===== config.mk =====
export PLATFORM = sky130hd
export DESIGN_NAME = sar_lsb_ctrl
export DESIGN_NICKNAME = d
export VERILOG_FILES = /design/src/rtl/sar_lsb_pkg.sv /design/src/rtl/sar_bracket.sv /design/src/rtl/sar_trial_gen.sv /design/src/rtl/sar_cmp_counter.sv /design/src/rtl/sar_lsb_ctrl.sv
export SDC_FILE = /design/constraint.sdc
export NUM_CORES = 1
export LEC_CHECK = 0
export BUFFER_PORTS_ARGS = -buffer_cell sky130_fd_sc_hd__buf_2
export CAP_MARGIN = 20
export CORE_ASPECT_RATIO = 1.1
export CORE_UTILIZATION = 40
export DETAILED_ROUTE_END_ITERATION = 7
export PLACE_DENSITY = 0.62
export SKIP_LAST_GASP = 1
export SLEW_MARGIN = 15
export SYNTH_ARGS = -nofsm -noshare
export SYNTH_HDL_FRONTEND = slang
export SYNTH_SLANG_ARGS = --single-unit
export TNS_END_PERCENT = 1

===== constraint.sdc =====
create_clock -name clk_i -period 5.3 [get_ports clk_i]
set_clock_uncertainty 0.05 [all_clocks]
set_input_delay 0.265 -clock clk_i [delete_from_list [all_inputs] [get_ports clk_i]]
set_output_delay 0.265 -clock clk_i [all_outputs]
set_load 0.03 [all_outputs]

===== src/rtl/sar_lsb_pkg.sv =====
package sar_lsb_pkg;
  typedef enum logic [2:0] {
    PH_IDLE,
    PH_SEED,
    PH_GROW,
    PH_WIN_HI,
    PH_WIN_LO,
    PH_REFINE
  } phase_e;
endpackage


===== src/rtl/sar_bracket.sv =====
// Narrows the [lo, hi] bracket with one comparator decision on trial_i.
module sar_bracket #(
  parameter int RES_W = 10
) (
  input  logic [RES_W-1:0] trial_i,
  input  logic [RES_W-1:0] lo_i,
  input  logic [RES_W-1:0] hi_i,
  input  logic             above_i,
  output logic [RES_W-1:0] lo_o,
  output logic [RES_W-1:0] hi_o,
  output logic             pinned_o
);
  localparam logic [RES_W-1:0] MAXC = '1;

  always_comb begin
    lo_o = lo_i;
    hi_o = hi_i;
    if (above_i) lo_o = (trial_i == MAXC) ? MAXC : trial_i + 1'b1;
    else         hi_o = trial_i;
    pinned_o = (lo_o >= hi_o);
  end
endmodule


===== src/rtl/sar_trial_gen.sv =====
// Candidate next trials: clamped growth step, lower midpoint, window edges.
module sar_trial_gen #(
  parameter int RES_W   = 10,
  parameter int WIN_LOG = 3,
  parameter bit WIN_EN  = 1'b1
) (
  input  logic [RES_W-1:0] anchor_i,
  input  logic [RES_W:0]   step_i,
  input  logic             up_i,
  input  logic [RES_W-1:0] lo_i,
  input  logic [RES_W-1:0] hi_i,
  output logic [RES_W-1:0] grow_o,
  output logic [RES_W-1:0] mid_o,
  output logic [RES_W-1:0] win_hi_o,
  output logic [RES_W-1:0] win_lo_o
);
  localparam int XW = RES_W + 2;
  localparam logic [XW-1:0] MAX_X = XW'((1 << RES_W) - 1);

  logic [XW-1:0]    anc_x, stp_x, up_sum;
  logic [RES_W-1:0] span;

  assign anc_x  = XW'(anchor_i);
  assign stp_x  = XW'(step_i);
  assign up_sum = anc_x + stp_x;

  always_comb begin
    if (up_i) grow_o = (up_sum > MAX_X) ? MAX_X[RES_W-1:0] : up_sum[RES_W-1:0];
    else      grow_o = (stp_x >= anc_x) ? '0 : RES_W'(anc_x - stp_x);
  end

  assign span  = hi_i - lo_i;
  assign mid_o = lo_i + (span >> 1);

  generate
    if (WIN_EN) begin : g_win
      localparam logic [XW-1:0] WIN_X = XW'(1 << WIN_LOG);
      logic [XW-1:0] hi_sum;
      assign hi_sum   = anc_x + WIN_X;
      assign win_hi_o = (hi_sum > MAX_X) ? MAX_X[RES_W-1:0] : hi_sum[RES_W-1:0];
      assign win_lo_o = (anc_x > WIN_X) ? RES_W'(anc_x - WIN_X) : '0;
    end else begin : g_nowin
      assign win_hi_o = anchor_i;
      assign win_lo_o = anchor_i;
    end
  endgenerate
endmodule


===== src/rtl/sar_cmp_counter.sv =====
// Comparator decision counter; cleared on start, held when idle.
module sar_cmp_counter #(
  parameter int CNT_W   = 5,
  parameter int CNT_MAX = 22
) (
  input  logic             clk_i,
  input  logic             rst_ni,
  input  logic             clr_i,
  input  logic             inc_i,
  output logic [CNT_W-1:0] cnt_o
);
  logic [CNT_W-1:0] cnt_q;

  always_ff @(posedge clk_i or negedge rst_ni) begin
    if (!rst_ni)                                   cnt_q <= '0;
    else if (clr_i)                                cnt_q <= '0;
    else if (inc_i && (cnt_q != CNT_W'(CNT_MAX)))  cnt_q <= cnt_q + 1'b1;
  end

  assign cnt_o = cnt_q;

  // search must finish before the count limit is reached
  p_cnt_bound_r5: assert property (@(posedge clk_i) disable iff (!rst_ni)
    inc_i |-> (cnt_q < CNT_W'(CNT_MAX)));
endmodule


===== src/rtl/sar_lsb_ctrl.sv =====
module sar_lsb_ctrl
  import sar_lsb_pkg::*;
#(
  parameter int  RES_W       = 10,
  parameter int  WIN_LOG     = 3,
  parameter bit  SUBRANGE_EN = 1'b1,
  localparam int MAX_CMP     = 2 * RES_W + 2,
  localparam int CNT_W       = $clog2(MAX_CMP + 1)
) (
  input  logic             clk_i,
  input  logic             rst_ni,
  input  logic             start_i,
  input  logic             subrange_i,
  input  logic             cmp_above_i,
  output logic [RES_W-1:0] dac_code_o,
  output logic [RES_W-1:0] code_o,
  output logic             done_o,
  output logic             busy_o,
  output logic [CNT_W-1:0] ncmp_o
);
  localparam logic [RES_W-1:0] MAXC = '1;
  localparam logic [RES_W-1:0] MIDC = RES_W'(1 << (RES_W - 1));

  phase_e           phase_q;
  logic [RES_W-1:0] trial_q, lo_q, hi_q, code_q;
  logic [RES_W:0]   step_q;
  logic             up_q, done_q;

  logic             busy, start_go, sub_sel, at_rail, dir_nx, pinned;
  logic [RES_W:0]   step_nx;
  logic [RES_W-1:0] lo_n, hi_n, grow_t, mid_t, win_hi_t, win_lo_t;

  assign busy     = (phase_q != PH_IDLE);
  assign start_go = start_i && !busy;
  assign sub_sel  = SUBRANGE_EN && subrange_i;
  assign at_rail  = up_q ? (trial_q == MAXC) : (trial_q == '0);

  // first growth step takes its direction from the seed decision
  always_comb begin
    if (phase_q == PH_SEED) begin
      dir_nx  = cmp_above_i;
      step_nx = (RES_W+1)'(1);
    end else begin
      dir_nx  = up_q;
      step_nx = step_q << 1;
    end
  end

  sar_bracket #(.RES_W(RES_W)) u_bracket (
    .trial_i  (trial_q),
    .lo_i     (lo_q),
    .hi_i     (hi_q),
    .above_i  (cmp_above_i),
    .lo_o     (lo_n),
    .hi_o     (hi_n),
    .pinned_o (pinned)
  );

  sar_trial_gen #(.RES_W(RES_W), .WIN_LOG(WIN_LOG), .WIN_EN(SUBRANGE_EN)) u_trial (
    .anchor_i (code_q),
    .step_i   (step_nx),
    .up_i     (dir_nx),
    .lo_i     (lo_n),
    .hi_i     (hi_n),
    .grow_o   (grow_t),
    .mid_o    (mid_t),
    .win_hi_o (win_hi_t),
    .win_lo_o (win_lo_t)
  );

  sar_cmp_counter #(.CNT_W(CNT_W), .CNT_MAX(MAX_CMP)) u_cnt (
    .clk_i  (clk_i),
    .rst_ni (rst_ni),
    .clr_i  (start_go),
    .inc_i  (busy),
    .cnt_o  (ncmp_o)
  );

  always_ff @(posedge clk_i or negedge rst_ni) begin
    if (!rst_ni) begin
      phase_q <= PH_IDLE;
      trial_q <= MIDC;
      lo_q    <= '0;
      hi_q    <= MAXC;
      step_q  <= '0;
      up_q    <= 1'b0;
      code_q  <= MIDC;
      done_q  <= 1'b0;
    end else begin
      done_q <= 1'b0;
      if (start_go) begin
        phase_q <= sub_sel ? PH_WIN_HI : PH_SEED;
        trial_q <= sub_sel ? win_hi_t : code_q;
        lo_q    <= '0;
        hi_q    <= MAXC;
        step_q  <= '0;
        up_q    <= 1'b0;
      end else if (busy) begin
        lo_q <= lo_n;
        hi_q <= hi_n;
        if (pinned) begin
          phase_q <= PH_IDLE;
          code_q  <= lo_n;
          done_q  <= 1'b1;
        end else begin
          unique case (phase_q)
            PH_SEED: begin
              up_q    <= dir_nx;
              step_q  <= step_nx;
              trial_q <= grow_t;
              phase_q <= PH_GROW;
            end
            PH_GROW: begin
              if ((cmp_above_i == up_q) && !at_rail) begin
                step_q  <= step_nx;
                trial_q <= grow_t;
              end else begin
                trial_q <= mid_t;
                phase_q <= PH_REFINE;
              end
            end
            PH_WIN_HI: begin
              if (cmp_above_i) begin
                trial_q <= mid_t;
                phase_q <= PH_REFINE;
              end else begin
                trial_q <= win_lo_t;
                phase_q <= PH_WIN_LO;
              end
            end
            PH_WIN_LO: begin
              trial_q <= mid_t;
              phase_q <= PH_REFINE;
            end
            PH_REFINE: trial_q <= mid_t;
            default:   phase_q <= PH_IDLE;
          endcase
        end
      end
    end
  end

  assign dac_code_o = trial_q;
  assign code_o     = code_q;
  assign done_o     = done_q;
  assign busy_o     = busy;

  p_trial_bracket_r1: assert property (@(posedge clk_i) disable iff (!rst_ni)
    busy |-> ((lo_q <= trial_q) && (trial_q <= hi_q)));

  p_seed_prev_r2: assert property (@(posedge clk_i) disable iff (!rst_ni)
    (start_i && !busy_o && !subrange_i) |=> (dac_code_o == code_o));

  p_step_pow2_r3: assert property (@(posedge clk_i) disable iff (!rst_ni)
    (phase_q == PH_GROW) |-> ($countones(step_q) == 1));

  p_done_pulse_r6: assert property (@(posedge clk_i) disable iff (!rst_ni)
    done_o |=> !done_o);

  p_code_hold_r6: assert property (@(posedge clk_i) disable iff (!rst_ni)
    !$stable(code_o) |-> done_o);

  p_done_idle_r6: assert property (@(posedge clk_i) disable iff (!rst_ni)
    done_o |-> !busy_o);

  p_start_ignored_r7: assert property (@(posedge clk_i) disable iff (!rst_ni)
    (busy_o && start_i) |=> (busy_o || done_o));

  p_win_first_r8: assert property (@(posedge clk_i) disable iff (!rst_ni)
    (start_i && !busy_o && subrange_i) |=> (dac_code_o >= code_o));
endmodule


==> results.toml <==
[outcome]
outcome = "finished, final reports clean"

[timing]
setup-tns-final_ns = 0
drv_slew = 0
fmax_mhz = 203
hold_slack_ns = 0.0457
tightest_slew_ns = 0.800
hold_viol_final = 0
final.min_clock_period_ns = 4.92
max_slew_margin_pct = 45.8
rsz0062_at_grt = "false"
setup-violations-final = 0
min_period_over_period_pct = 92.8

[drt]
drtPass1Iterations = 5
wire_per_inst_um = 18.8
ant_nets = 0
wirelength_um = 17300
viasPerCell = 5.82
drt_iter0_markers = 435
drcViolationCount = 0
vias = 5340

[synth]
synth_ff_type = "dfrtp_1"
yosysSeqAreaShare_pct = 26.8
ys_types = 71
synth_nets = 768
syn_area_um2 = 5670
synth_top_family_by_area = "compound AO/OA/AOI/OAI gates"
synth-async-reset-ratio_pct = 100
avgSynthCellArea_um2 = 8.10
synth_warnings = 0
synth_edf_count = 0
yosys.area_share.simple_pct = 19.8
synth-seq-cells = 60
yosys.area_share.xor_xnor_pct = 5.10
synth-compound-area-share_pct = 23.2
synthCells = 700
muxShareOfSynthArea_pct = 4.46
synthAdderAreaFrac_pct = 14.4

[worst_setup_path]
crit_type = "reg2reg"
crit_path_start = "dac_code_o[1]"
cp_slowest_cell = "dfrtp_1"
r2r_start = "dac_code_o[1]"
cpPeakStageDelay_ns = 0.41
r2r_end = "dac_code_o[9]"
arrival_ns = 5.13
critPathLaunchType = "flop"
critical_path_required_ns = 5.51
crit_family = "compound AO/OA/AOI/OAI gates"
path_buf_inv = 3
reg2regPathDepth = 22
r2r_setup_slack_ns = 0.38
worstPathMaxFanout = 6
setup.worst_path.end_class = "flop"
crit_path_cell_trace = "ha_1 -> and4_1 -> and3_1 -> nand2b_1 -> o22ai_1 -> inv_1 -> ha_1 -> inv_1 -> fa_1 -> a21oi_1 -> inv_1 -> a21oi_1 -> xnor2_1 -> ha_1 -> nand3_1 -> o211ai_1 -> o41ai_2 -> o21a_1 -> xor2_1 -> a22oi_1 -> o221a_1 -> o22ai_2"

[final_layout]
fin_nets = 793
ff_latch_area_um2 = 1520
multiInputGateArea_um2 = 3810
n_fill_cell = 1347
drive_gt1_share_pct = 13.4
antenna_cells = 0
synthToLayoutAreaGrowth_pct = 12.2

[clocking]
cts_max_level = 3
cts_sinks = 60
root_buffer = "clkbuf_16"
cts_buffer_depth = 2
cts_hold_buf = 0
tritoncts = "yes"
numCtsBuffers = 9
post_cts_buffers = 0
insertion_delay_ns = 0.34
cts.clk_slew.worst_paths_ns = 0.05

[flow_run]
drv_cap = 0

[global_route]
grt-ovfl-total = 0
track_usage_pct = 24.5
grt_pass1_wl_um = 27500
grt_pass1_vias = 5164
grt_max_degree = 61
antenna_found_initial = 0

[die]
fp.dieArea_um2 = 14600
rows = 45
num_io_pins = 32
die_h_um = 127
die_w_um = 115
start_util_pct = 41.1
core-area_um2 = 13800

[place]
place_hpwl_um = 12900
place.port_buffers = 31
place.gp.congestion = 0.944

[hold_path]
hp-class = "in2async"
worst register-to-register path: cells and delay by family, from the launching register on:
family,cells,cell delay (ns)
AOI/OAI and AO/OA,9,1.71
adders and majority gates,4,1.14
and+or+nand+nor,4,0.93
DFF,1,0.41
xor gates and xnor gates,2,0.35
buffers and inverters,3,0.25
stage by stage:
stage	setup WS [ns]	instance area (um2)	util, %	instances
detailed placement	0.361	6030	43.7	902
global route	0.0467	6360	46.1	918
CTS	0.255	6350	46.0	918
floorplan	0.562	5670	-	700
finish	0.382	6360	46.1	918
global placement	0.610	6030	43.7	902
sequential cells by signal, summed over array words and instances, names as in the netlist:
name and count:
done_o 1, step_q 10, lo_q 10, phase_q 3, hi_q 10, up_q 1
dac_code_o 10, u_cnt.cnt_o 5, code_o 10
what timing repair did:
action,4_1_cts,5_1_grt
hold endpoints to repair,0,0
gates resized for setup,0,1
setup endpoints to repair,0,1
worst max-delay path by stage:
stage                         end  slack (ns)  cells after the start
floorplan           dac_code_o[9]        0.56                     21
global placement    dac_code_o[9]        0.61                     22
detailed placement  dac_code_o[9]        0.36                     22
CTS                 dac_code_o[9]        0.26                     22
global route        dac_code_o[9]        0.05                     22
finish              dac_code_o[9]        0.38                     22
per-layer routing:
layer  GRT usage [%]  part of all wire (%)
met5               0                     0
met2            40.2                    48
met3            4.01                   4.9
met4            10.9                   3.3
met1            31.4                    44
placed cells by master (no fill, tap or decap), types with 4 or more instances in the layout:
master / count
and2_1: 4
mux2i_1: 5
o21a_1: 4
fa_1: 4
xor2_1: 10
o21ai_0: 60
o211ai_1: 4
nor4_1: 5
inv_1: 59
buf_2: 31
dfstp_2: 12
and3_1: 7
a21o_1: 7
a31oi_1: 8
nand2b_1: 7
nor3_1: 26
nor2b_1: 9
clkbuf_16: 9
nand3b_1: 10
a21oi_1: 46
o31ai_1: 5
nand2_1: 52
ha_1: 59
mux2_2: 18
nand4_1: 8
dfrtp_1: 48
o21bai_1: 4
o221ai_1: 4
nand3_1: 16
o22ai_1: 16
nor2_1: 65
buf_4: 13
xnor2_1: 23
layout make-up:
type                            count  share of cell area, %
Multi-Input combinational cell    550                   59.9
Sequential cell                    60                   23.9
Timing Repair Buffer               44                   3.98
Clock buffer                       11                   3.82
Tap cell                          188                   3.70
Inverter                           60                   3.54
Clock inverter                      5                   1.18
Yosys cell counts, drive strengths merged (4+ instances only):
cell    instances  share of area (%)
nand3          16                1.4
mux2           18                3.6
inv            59                3.9
mux2i           5               0.88
a21o            7               0.93
nor2           67                4.6
o31ai           6               0.88
ha             59                 13
fa              4                1.4
nand3b         10                1.3
clkbuf         28                1.9
dfstp          12                5.6
a21oi          46                4.1
o21a            4               0.53
o211ai          4               0.53
nor3           27                2.4
and2            6               0.66
o22ai          17                2.0
nor4            6               0.93
nor2b           9               0.99
xnor2          23                3.6
a31oi           8               0.88
nand2          53                3.6
o21bai          4               0.53
and3            7               0.77
nand4           8               0.88
xor2           10                1.5
o21ai          62                5.5
dfrtp          48                 21
nand2b          7               0.77
o221ai          4               0.62
cells by family (layout without fill, tap and decap cells):
| logic type | count (synthesis) | in the layout |
|---|---|---|
| adders and majority gates | 63 | 63 |
| and+or+nand+nor | 227 | 227 |
| buffers and inverters | 90 | 120 |
| DFF | 60 | 60 |
| AOI/OAI and AO/OA | 204 | 204 |
| muxes | 23 | 23 |
| xor gates and xnor gates | 33 | 33 |
Power is left out: the tool's default activity adds up to more than one toggle a clock period on the data nets, which glitch-free logic cannot reach.
